File: config.mk
export PLATFORM = sky130hd
export DESIGN_NAME = evo_gen_engine
export DESIGN_NICKNAME = d
export VERILOG_FILES = /design/src/rtl/evo_pkg.sv /design/src/rtl/evo_lfsr.sv /design/src/rtl/evo_ranker.sv /design/src/rtl/evo_gen_engine.sv
export SDC_FILE = /design/constraint.sdc
export NUM_CORES = 2
export LEC_CHECK = 0
export BUFFER_PORTS_ARGS = -buffer_cell sky130_fd_sc_hd__buf_2
export CORE_MARGIN = 4
export CORE_UTILIZATION = 29
export CTS_CLUSTER_DIAMETER = 150
export DETAILED_ROUTE_END_ITERATION = 16
export PLACE_DENSITY = 0.49
export SLEW_MARGIN = 10
export SYNTH_ARGS = -nofsm -noshare
export SYNTH_HDL_FRONTEND = slang
export SYNTH_SLANG_ARGS = --single-unit
File: constraint.sdc
create_clock -name clk -period 14 [get_ports clk]
set_input_delay 1.4 -clock clk [delete_from_list [all_inputs] [get_ports clk]]
set_output_delay 1.4 -clock clk [all_outputs]
set_load 0.005 [all_outputs]
File: src/rtl/evo_pkg.sv
package evo_pkg;

  typedef enum logic [1:0] {
    MODE_BITFLIP = 2'd0,
    MODE_CELLMUT = 2'd1,
    MODE_RANDOM  = 2'd2
  } evo_mode_e;

  localparam logic [31:0] LFSR_MASK = 32'h8020_0003;

  function automatic logic [31:0] lfsr_advance(input logic [31:0] s, input int steps);
    logic [31:0] v;
    v = s;
    for (int k = 0; k < steps; k++) begin
      v = {1'b0, v[31:1]} ^ (v[0] ? LFSR_MASK : 32'h0);
    end
    return v;
  endfunction

endpackage

File: src/rtl/evo_lfsr.sv
module evo_lfsr #(
  parameter int STEPS = 16
) (
  input  logic        clk,
  input  logic        rst,
  input  logic        seed_we,
  input  logic [31:0] seed,
  output logic [31:0] state
);
  import evo_pkg::*;

  always_ff @(posedge clk) begin
    if (rst) begin
      state <= 32'h1;
    end else if (seed_we) begin
      state <= (seed == 32'h0) ? 32'h1 : seed;
    end else begin
      state <= lfsr_advance(state, STEPS);
    end
  end

  AST_LFSR_NONZERO: assert property (@(posedge clk) disable iff (rst)
    state != 32'h0);

endmodule

File: src/rtl/evo_ranker.sv
module evo_ranker #(
  parameter int POP   = 50,
  parameter int FIT_W = 16
) (
  input  logic                          clk,
  input  logic                          rst,
  input  logic                          fit_we,
  input  logic [$clog2(POP)-1:0]        fit_idx,
  input  logic [FIT_W-1:0]              fit_val,
  input  logic                          start,
  output logic                          done,
  output logic [POP-1:0][$clog2(POP)-1:0] order
);
  localparam int IW = $clog2(POP);
  localparam logic [IW-1:0] LAST = IW'(POP - 1);

  typedef enum logic [1:0] {R_IDLE, R_LOAD, R_SHIFT} rstate_e;
  rstate_e             st;
  logic [FIT_W-1:0]    fit_q [POP];
  logic [IW-1:0]       i_q, j_q;
  logic [FIT_W-1:0]    key_q;
  logic [IW-1:0]       jm1;

  assign jm1 = j_q - 1'b1;

  always_ff @(posedge clk) begin
    if (rst) begin
      st    <= R_IDLE;
      done  <= 1'b0;
      order <= '0;
      i_q   <= '0;
      j_q   <= '0;
      key_q <= '0;
      for (int k = 0; k < POP; k++) fit_q[k] <= '0;
    end else begin
      done <= 1'b0;
      if (fit_we && fit_idx <= LAST) fit_q[fit_idx] <= fit_val;
      case (st)
        R_IDLE: if (start) begin
          order[0] <= '0;
          i_q      <= IW'(1);
          st       <= R_LOAD;
        end
        R_LOAD: begin
          key_q <= fit_q[i_q];
          j_q   <= i_q;
          st    <= R_SHIFT;
        end
        default: begin
          if (j_q != '0 && fit_q[order[jm1]] < key_q) begin
            order[j_q] <= order[jm1];
            j_q        <= jm1;
          end else begin
            order[j_q] <= i_q;
            if (i_q == LAST) begin
              done <= 1'b1;
              st   <= R_IDLE;
            end else begin
              i_q <= i_q + 1'b1;
              st  <= R_LOAD;
            end
          end
        end
      endcase
    end
  end

  for (genvar r = 0; r < POP - 1; r++) begin : g_ord
    AST_RANK_ORDER: assert property (@(posedge clk) disable iff (rst)
      done |-> (fit_q[order[r]] > fit_q[order[r+1]]) ||
               (fit_q[order[r]] == fit_q[order[r+1]] && order[r] < order[r+1]));
  end

endmodule

File: src/rtl/evo_gen_engine.sv
module evo_gen_engine #(
  parameter int POP           = 50,
  parameter int CELLS         = 100,
  parameter int MUXES         = 3,
  parameter int FIELD_W       = 6,
  parameter int CELL_MUTS     = 3,
  parameter int FIT_W         = 16,
  parameter int MUT_RATE_X100 = 270
) (
  input  logic                                       clk,
  input  logic                                       rst,
  input  logic                                       start,
  input  logic [1:0]                                 mode,
  input  logic                                       src_bank,
  input  logic                                       seed_we,
  input  logic [31:0]                                seed,
  input  logic                                       fit_we,
  input  logic [$clog2(POP)-1:0]                     fit_idx,
  input  logic [FIT_W-1:0]                           fit_val,
  output logic [$clog2(POP)+$clog2(CELLS):0]         mem_addr,
  output logic                                       mem_we,
  output logic [MUXES*FIELD_W-1:0]                   mem_wdata,
  input  logic [MUXES*FIELD_W-1:0]                   mem_rdata,
  output logic                                       busy,
  output logic                                       done
);
  import evo_pkg::*;

  localparam int CELL_BITS   = MUXES * FIELD_W;
  localparam int GENOME_BITS = CELLS * CELL_BITS;
  localparam int IW          = $clog2(POP);
  localparam int CW          = $clog2(CELLS);
  localparam int MW          = (MUXES > 1) ? $clog2(MUXES) : 1;
  localparam int AW          = 1 + IW + CW;
  localparam int TOTAL_W     = POP * (POP - 1) / 2;
  localparam int WW          = $clog2(TOTAL_W + 1);
  localparam int PW          = $clog2(CELL_MUTS + 1);
  localparam int BW          = $clog2(CELL_BITS + 1);
  localparam int THRESH      = (MUT_RATE_X100 * 65536) / (100 * GENOME_BITS);
  localparam logic [IW-1:0]  LAST_IND  = IW'(POP - 1);
  localparam logic [CW-1:0]  LAST_CELL = CW'(CELLS - 1);

  typedef enum logic [3:0] {
    S_IDLE, S_RANK, S_CHILD, S_SEL, S_PICK, S_MASK, S_RD, S_WT, S_WR, S_FLUSH
  } state_e;

  state_e                       st;
  evo_mode_e                    mode_q;
  logic                         bank_q;
  logic [IW-1:0]                child_q, parent_q, r_q;
  logic [CW-1:0]                cell_q;
  logic [WW-1:0]                acc_q, u_q;
  logic                         mut_en_q;
  logic [PW-1:0]                pick_n_q;
  logic [BW-1:0]                bit_q;
  logic [CELL_BITS-1:0]         mask_q;
  logic [CW-1:0]                pick_cell_q [CELL_MUTS];
  logic [MW-1:0]                pick_mux_q  [CELL_MUTS];
  logic [FIELD_W-1:0]           pick_val_q  [CELL_MUTS];

  logic [31:0]                  rnd;
  logic                         rank_start, rank_done;
  logic [POP-1:0][IW-1:0]       order;

  // random draws scaled by multiplication rather than modulo
  logic [47:0]                  prod_u;
  logic [31:0]                  prod_c;
  logic [15:0]                  prod_m;
  logic [WW-1:0]                draw_u;
  logic [CW-1:0]                draw_cell;
  logic [MW-1:0]                draw_mux;
  logic [CELL_BITS-1:0]         new_word;

  assign rank_start = (st == S_IDLE) && start;

  evo_lfsr #(.STEPS(16)) u_lfsr (
    .clk(clk), .rst(rst), .seed_we(seed_we), .seed(seed), .state(rnd)
  );

  evo_ranker #(.POP(POP), .FIT_W(FIT_W)) u_rank (
    .clk(clk), .rst(rst), .fit_we(fit_we), .fit_idx(fit_idx), .fit_val(fit_val),
    .start(rank_start), .done(rank_done), .order(order)
  );

  always_comb begin
    prod_u    = {32'h0, rnd[31:16]} * 48'(TOTAL_W);
    prod_c    = {16'h0, rnd[15:0]} * 32'(CELLS);
    prod_m    = {8'h0, rnd[23:16]} * 16'(MUXES);
    draw_u    = prod_u[16 +: WW];
    draw_cell = prod_c[16 +: CW];
    draw_mux  = prod_m[8 +: MW];
  end

  always_comb begin
    new_word = mem_rdata;
    if (mode_q == MODE_RANDOM) begin
      new_word = rnd[CELL_BITS-1:0];
    end else if (mut_en_q && mode_q == MODE_BITFLIP) begin
      new_word = mem_rdata ^ mask_q;
    end else if (mut_en_q && mode_q == MODE_CELLMUT) begin
      for (int j = 0; j < CELL_MUTS; j++) begin
        if (pick_cell_q[j] == cell_q)
          new_word[pick_mux_q[j]*FIELD_W +: FIELD_W] = pick_val_q[j];
      end
    end
  end

  always_ff @(posedge clk) begin
    if (rst) begin
      st        <= S_IDLE;
      mode_q    <= MODE_BITFLIP;
      bank_q    <= 1'b0;
      child_q   <= '0;
      parent_q  <= '0;
      r_q       <= '0;
      cell_q    <= '0;
      acc_q     <= '0;
      u_q       <= '0;
      mut_en_q  <= 1'b0;
      pick_n_q  <= '0;
      bit_q     <= '0;
      mask_q    <= '0;
      mem_addr  <= '0;
      mem_we    <= 1'b0;
      mem_wdata <= '0;
      busy      <= 1'b0;
      done      <= 1'b0;
      for (int j = 0; j < CELL_MUTS; j++) begin
        pick_cell_q[j] <= '0;
        pick_mux_q[j]  <= '0;
        pick_val_q[j]  <= '0;
      end
    end else begin
      mem_we <= 1'b0;
      done   <= 1'b0;
      case (st)
        S_IDLE: if (start) begin
          mode_q  <= evo_mode_e'(mode);
          bank_q  <= src_bank;
          child_q <= '0;
          busy    <= 1'b1;
          st      <= S_RANK;
        end
        S_RANK: if (rank_done) st <= S_CHILD;
        S_CHILD: begin
          mut_en_q <= (child_q != '0);
          pick_n_q <= '0;
          bit_q    <= '0;
          mask_q   <= '0;
          cell_q   <= '0;
          if (mode_q == MODE_RANDOM) begin
            st <= S_RD;
          end else if (child_q == '0) begin
            parent_q <= order[0];
            st       <= S_RD;
          end else begin
            u_q   <= draw_u;
            r_q   <= '0;
            acc_q <= WW'(POP - 1);
            st    <= S_SEL;
          end
        end
        S_SEL: begin
          if (u_q < acc_q) begin
            parent_q <= order[r_q];
            st       <= (mode_q == MODE_CELLMUT) ? S_PICK : S_MASK;
          end else begin
            r_q   <= r_q + 1'b1;
            acc_q <= acc_q + WW'(POP - 2) - WW'(r_q);
          end
        end
        S_PICK: begin
          pick_cell_q[pick_n_q] <= draw_cell;
          pick_mux_q[pick_n_q]  <= draw_mux;
          pick_val_q[pick_n_q]  <= rnd[24 +: FIELD_W];
          if (pick_n_q == PW'(CELL_MUTS - 1)) st <= S_RD;
          else pick_n_q <= pick_n_q + 1'b1;
        end
        S_MASK: begin
          mask_q[bit_q] <= (rnd[15:0] < 16'(THRESH));
          if (bit_q == BW'(CELL_BITS - 1)) begin
            bit_q <= '0;
            st    <= S_RD;
          end else begin
            bit_q <= bit_q + 1'b1;
          end
        end
        S_RD: begin
          mem_addr <= {bank_q, parent_q, cell_q};
          st       <= S_WT;
        end
        S_WT: st <= S_WR;
        S_WR: begin
          mem_addr  <= {~bank_q, child_q, cell_q};
          mem_we    <= 1'b1;
          mem_wdata <= new_word;
          if (cell_q == LAST_CELL) begin
            st <= S_FLUSH;
          end else begin
            cell_q <= cell_q + 1'b1;
            st     <= (mut_en_q && mode_q == MODE_BITFLIP) ? S_MASK : S_RD;
          end
        end
        S_FLUSH: begin
          if (child_q == LAST_IND) begin
            done <= 1'b1;
            busy <= 1'b0;
            st   <= S_IDLE;
          end else begin
            child_q <= child_q + 1'b1;
            st      <= S_CHILD;
          end
        end
        default: st <= S_IDLE;
      endcase
    end
  end

  AST_WRITE_DEST: assert property (@(posedge clk) disable iff (rst)
    mem_we |-> (mem_addr[AW-1] != bank_q));

  AST_DONE_PULSE: assert property (@(posedge clk) disable iff (rst)
    done |=> !done);

  AST_WORST_NEVER: assert property (@(posedge clk) disable iff (rst)
    (st == S_SEL && u_q < acc_q) |-> (r_q != LAST_IND));

  AST_ELITE_COPY: assert property (@(posedge clk) disable iff (rst)
    (mem_we && child_q == '0 && mode_q != MODE_RANDOM) |-> (mem_wdata == $past(mem_rdata)));

  AST_IDLE_QUIET: assert property (@(posedge clk) disable iff (rst)
    !busy |-> !mem_we);

endmodule

==> results.txt <==
cts bufs inserted - 189
RSZ-0062 raised after global routing - false
Clk pwr share - 0.205
Slew Limit Fails - 0
commonest cells in the netlist - nand2_1 (1358), edfxtp_1 (1069), and2_1 (789)
io pins - 115
GRT overflow - 0
Clock Skew - 0.0799 ns
1st-iter DRT viols - 7270
synth warn - 0
final hold violation count - 0
Final Cycle Share - 0.803
crit-path leading delay family - compound AO/OA/AOI/OAI gates
Slew @ Worst Pin - 1.32 ns
met2 capacity usage during global routing - 0.308
Yosys reg bits - 1547
gpl congestion - 0.859
combinational share of power - 0.562
I/O Buffers - 114
top cell type's share of synthesized area - 0.371
Worst-path clk slew - 0.06 ns
post-route setup slack - 2.76 ns
mean post-synth cell area - 10.6 sq um
ys flop type - edfxtp_1
post-route ant nets - 0
vias per cell - 5.38
WP data arrival - 11.90 ns
fillcell total - 29714
cells resized by post-CTS repair - 0
post-synth cell types - 88
via count - 65679
Startpoint Class - register
Crit Path Class - reg -> reg
Worst Hold Class - reg -> reg
Synth area leaders - edfxtp_1 (37%), mux4_2 (13%), dfxtp_1 (11%)
total wire length - 303000 um
maximum vdd drop - 359 uV
Worst EP required - 14.66 ns
CP dominant cell by count - mux4_2
status - complete, no violations
register area share after synthesis - 0.481
DRT Pass-1 Iters - 6
max frequency - 0.0890 GHz
critical path's largest stage delay - 0.97 ns
worst-path cell chain - inv_1, ha_4, mux4_2, mux4_2, o22ai_1, a31o_4, buf_12, nand3_1, and3_1, o311ai_0, o21ai_0, o21a_1, ha_1, nand4_1, nor2_1, a211oi_1, o211ai_1, a31oi_4, mux2i_4, buf_4, a21oi_1
Die Height - 555 um
vias in the first global route - 63210
clk_lat worst skew - 0.87 ns
met3 usage - 0.0334
cell row count - 200
Crit Path Max Fanout - 101
pre-CTS setup slack - 3.27 ns
minimum clock period - 11.24 ns
GRT Total Usage - 0.190
Mapped Area - 86600 sq um
root buffer cell - clkbuf_16
post-synthesis async set-or-reset flop share - 0
Avg WL per Cell - 24.8 um
Final #Nets - 8450
CTS max path bufs - 4
largest net degree at the start of global routing - 242
Post-CTS Setup Inserts - 0
layout cells sized above 1 - 0.146
Power Dens Cells - 240 nW/um^2
cell internal pwr - 12.2 mW
Core ar. - 297000 sq um
Reg power frac - 0.234
Initial Util - 0.292
sw frac - 0.480
post-synth top area cell - edfxtp_1
Crit. End Element - register
area grow syn2layout - 13.2%
Post-Syn Instances - 8151
most common cell in the synthesized netlist - nand2_1
hold_buf cts - 0
max-cap violations - 0
switching power - 11.3 mW
first-pass GRT wire length - 441000 um
GR Util met1 - 0.255
Leak - 35.3 nW
slew margin rel. - 0.118
clock tree from TritonCTS - yes
Post-synth EDFFs - 1069
antenna violations before repair - 27
DRC Markers - 0
CTS H-tree lvls - 4
die area - 308000 sq um
Num Clock Sinks - 1547
endpoints failing setup - 0
hpwl dp - 184000 um
layer with the highest usage - met2
Slowest cell on crit path - ha_4
CP bufs+invs - 3
setup tns final - 0 ns
die width - 555 um
[tightest hold or removal path, cell delays in order (launching register included)]
cell,delay [ns]
dfxtp_1,0.30
nand2_1,0.05
a21oi_1,0.05
[logic make-up after synthesis]
group / count (synthesis) / share of synthesized area
other cells: 1 / 0.0000433
buf+inv: 921 / 0.0420
compound gates: 1315 / 0.0922
fa+ha+maj: 266 / 0.0421
flops: 1547 / 0.481
xor+xnor: 104 / 0.0105
mux: 607 / 0.144
simple gates: 3390 / 0.188
[path summary, 6_finish.rpt]
kind                                                  from                        endpoint  slack [ns]  cells after the start
worst min-delay path              mem_addr[0]$_SDFFE_PP0P_        mem_addr[0]$_SDFFE_PP0P_        0.45                      2
worst max-delay path            u_rank.j_q[0]$_SDFFE_PP0P_  u_rank.order[180]$_SDFFE_PP0P_        2.76                     21
worst max register to register  u_rank.j_q[0]$_SDFFE_PP0P_  u_rank.order[180]$_SDFFE_PP0P_        2.76                     21
worst min register to register    mem_addr[0]$_SDFFE_PP0P_        mem_addr[0]$_SDFFE_PP0P_        0.45                      2
[registers in the layout, indices dropped and copies added, names as in the netlist, 7 cells and up]
register      cells
u_q              11
mem_addr         14
cell_q            7
u_lfsr.state     32
u_rank.fit_q   1024
u_rank.key_q     16
pick_val_q       18
u_rank.order    300
mem_wdata        18
acc_q            11
mask_q           18
pick_cell_q      21
[area by class of cell]
| class | count | area (sq um) | area share |
|---|---|---|---|
| antenna | 13 | 32.5 | 0.000332 |
| clock buffer | 240 | 5090 | 0.0520 |
| clock inverter | 96 | 813 | 0.00829 |
| inverter | 197 | 747 | 0.00762 |
| multi-input combinational | 5906 | 42800 | 0.437 |
| sequential | 1547 | 41700 | 0.425 |
| tap | 3939 | 4930 | 0.0503 |
| timing repair buffer | 263 | 1900 | 0.0193 |
[routing by layer]
layer | vias to the layer above | part of all wire | wire length, um
met5 | - | 0.00011 | 33
met4 | 4 | 0.040 | 12200
met3 | 541 | 0.079 | 23900
met2 | 2865 | 0.46 | 141000
met1 | 32943 | 0.42 | 126000
li1 | 29326 | - | -
[cells in the final DEF (no fill, tap or decap), types with 63 or more instances in the layout]
cell / synthesis / final
a21oi_1: 438 / 438
and2_1: 789 / 789
and3_1: 146 / 146
buf_2: 50 / 113
buf_4: 7 / 133
clkbuf_16: 0 / 191
conb_1: 1 / 224
dfxtp_1: 478 / 469
edfxtp_1: 1069 / 1069
ha_1: 223 / 222
inv_1: 194 / 194
mux2i_1: 84 / 79
mux4_2: 506 / 506
nand2_1: 1358 / 1358
nand3_1: 557 / 557
nor2_1: 321 / 278
o211ai_1: 72 / 72
o21ai_0: 381 / 337
o22ai_1: 66 / 66
xnor2_1: 64 / 63
[metrics by stage]
step | hold WS [ns] | std cells | util | area, sq um | total power [mW]
floorplan | 0.422 | 8374 | - | 87500 | 14.1
global placement | 0.430 | 11852 | 0.310 | 92100 | 18.7
detailed placement | 0.446 | 11852 | 0.310 | 92100 | 18.7
CTS | 0.453 | 12188 | 0.330 | 98000 | 23.6
global route | 0.468 | 12191 | 0.330 | 98000 | 25.0
finish | 0.450 | 12201 | 0.330 | 98000 | 23.6
[power groups by stage]
stage / Combinational (mW) / Clock, mW / Sequential, mW
after floorplan: 8.75 / 0 / 5.37
after global placement: 13.1 / 0 / 5.59
after detailed placement: 13.1 / 0 / 5.60
after CTS: 13.2 / 4.92 / 5.51
after global routing: 14.4 / 5.11 / 5.54
final: 13.2 / 4.82 / 5.50
Power figures use the tool's default switching activity.
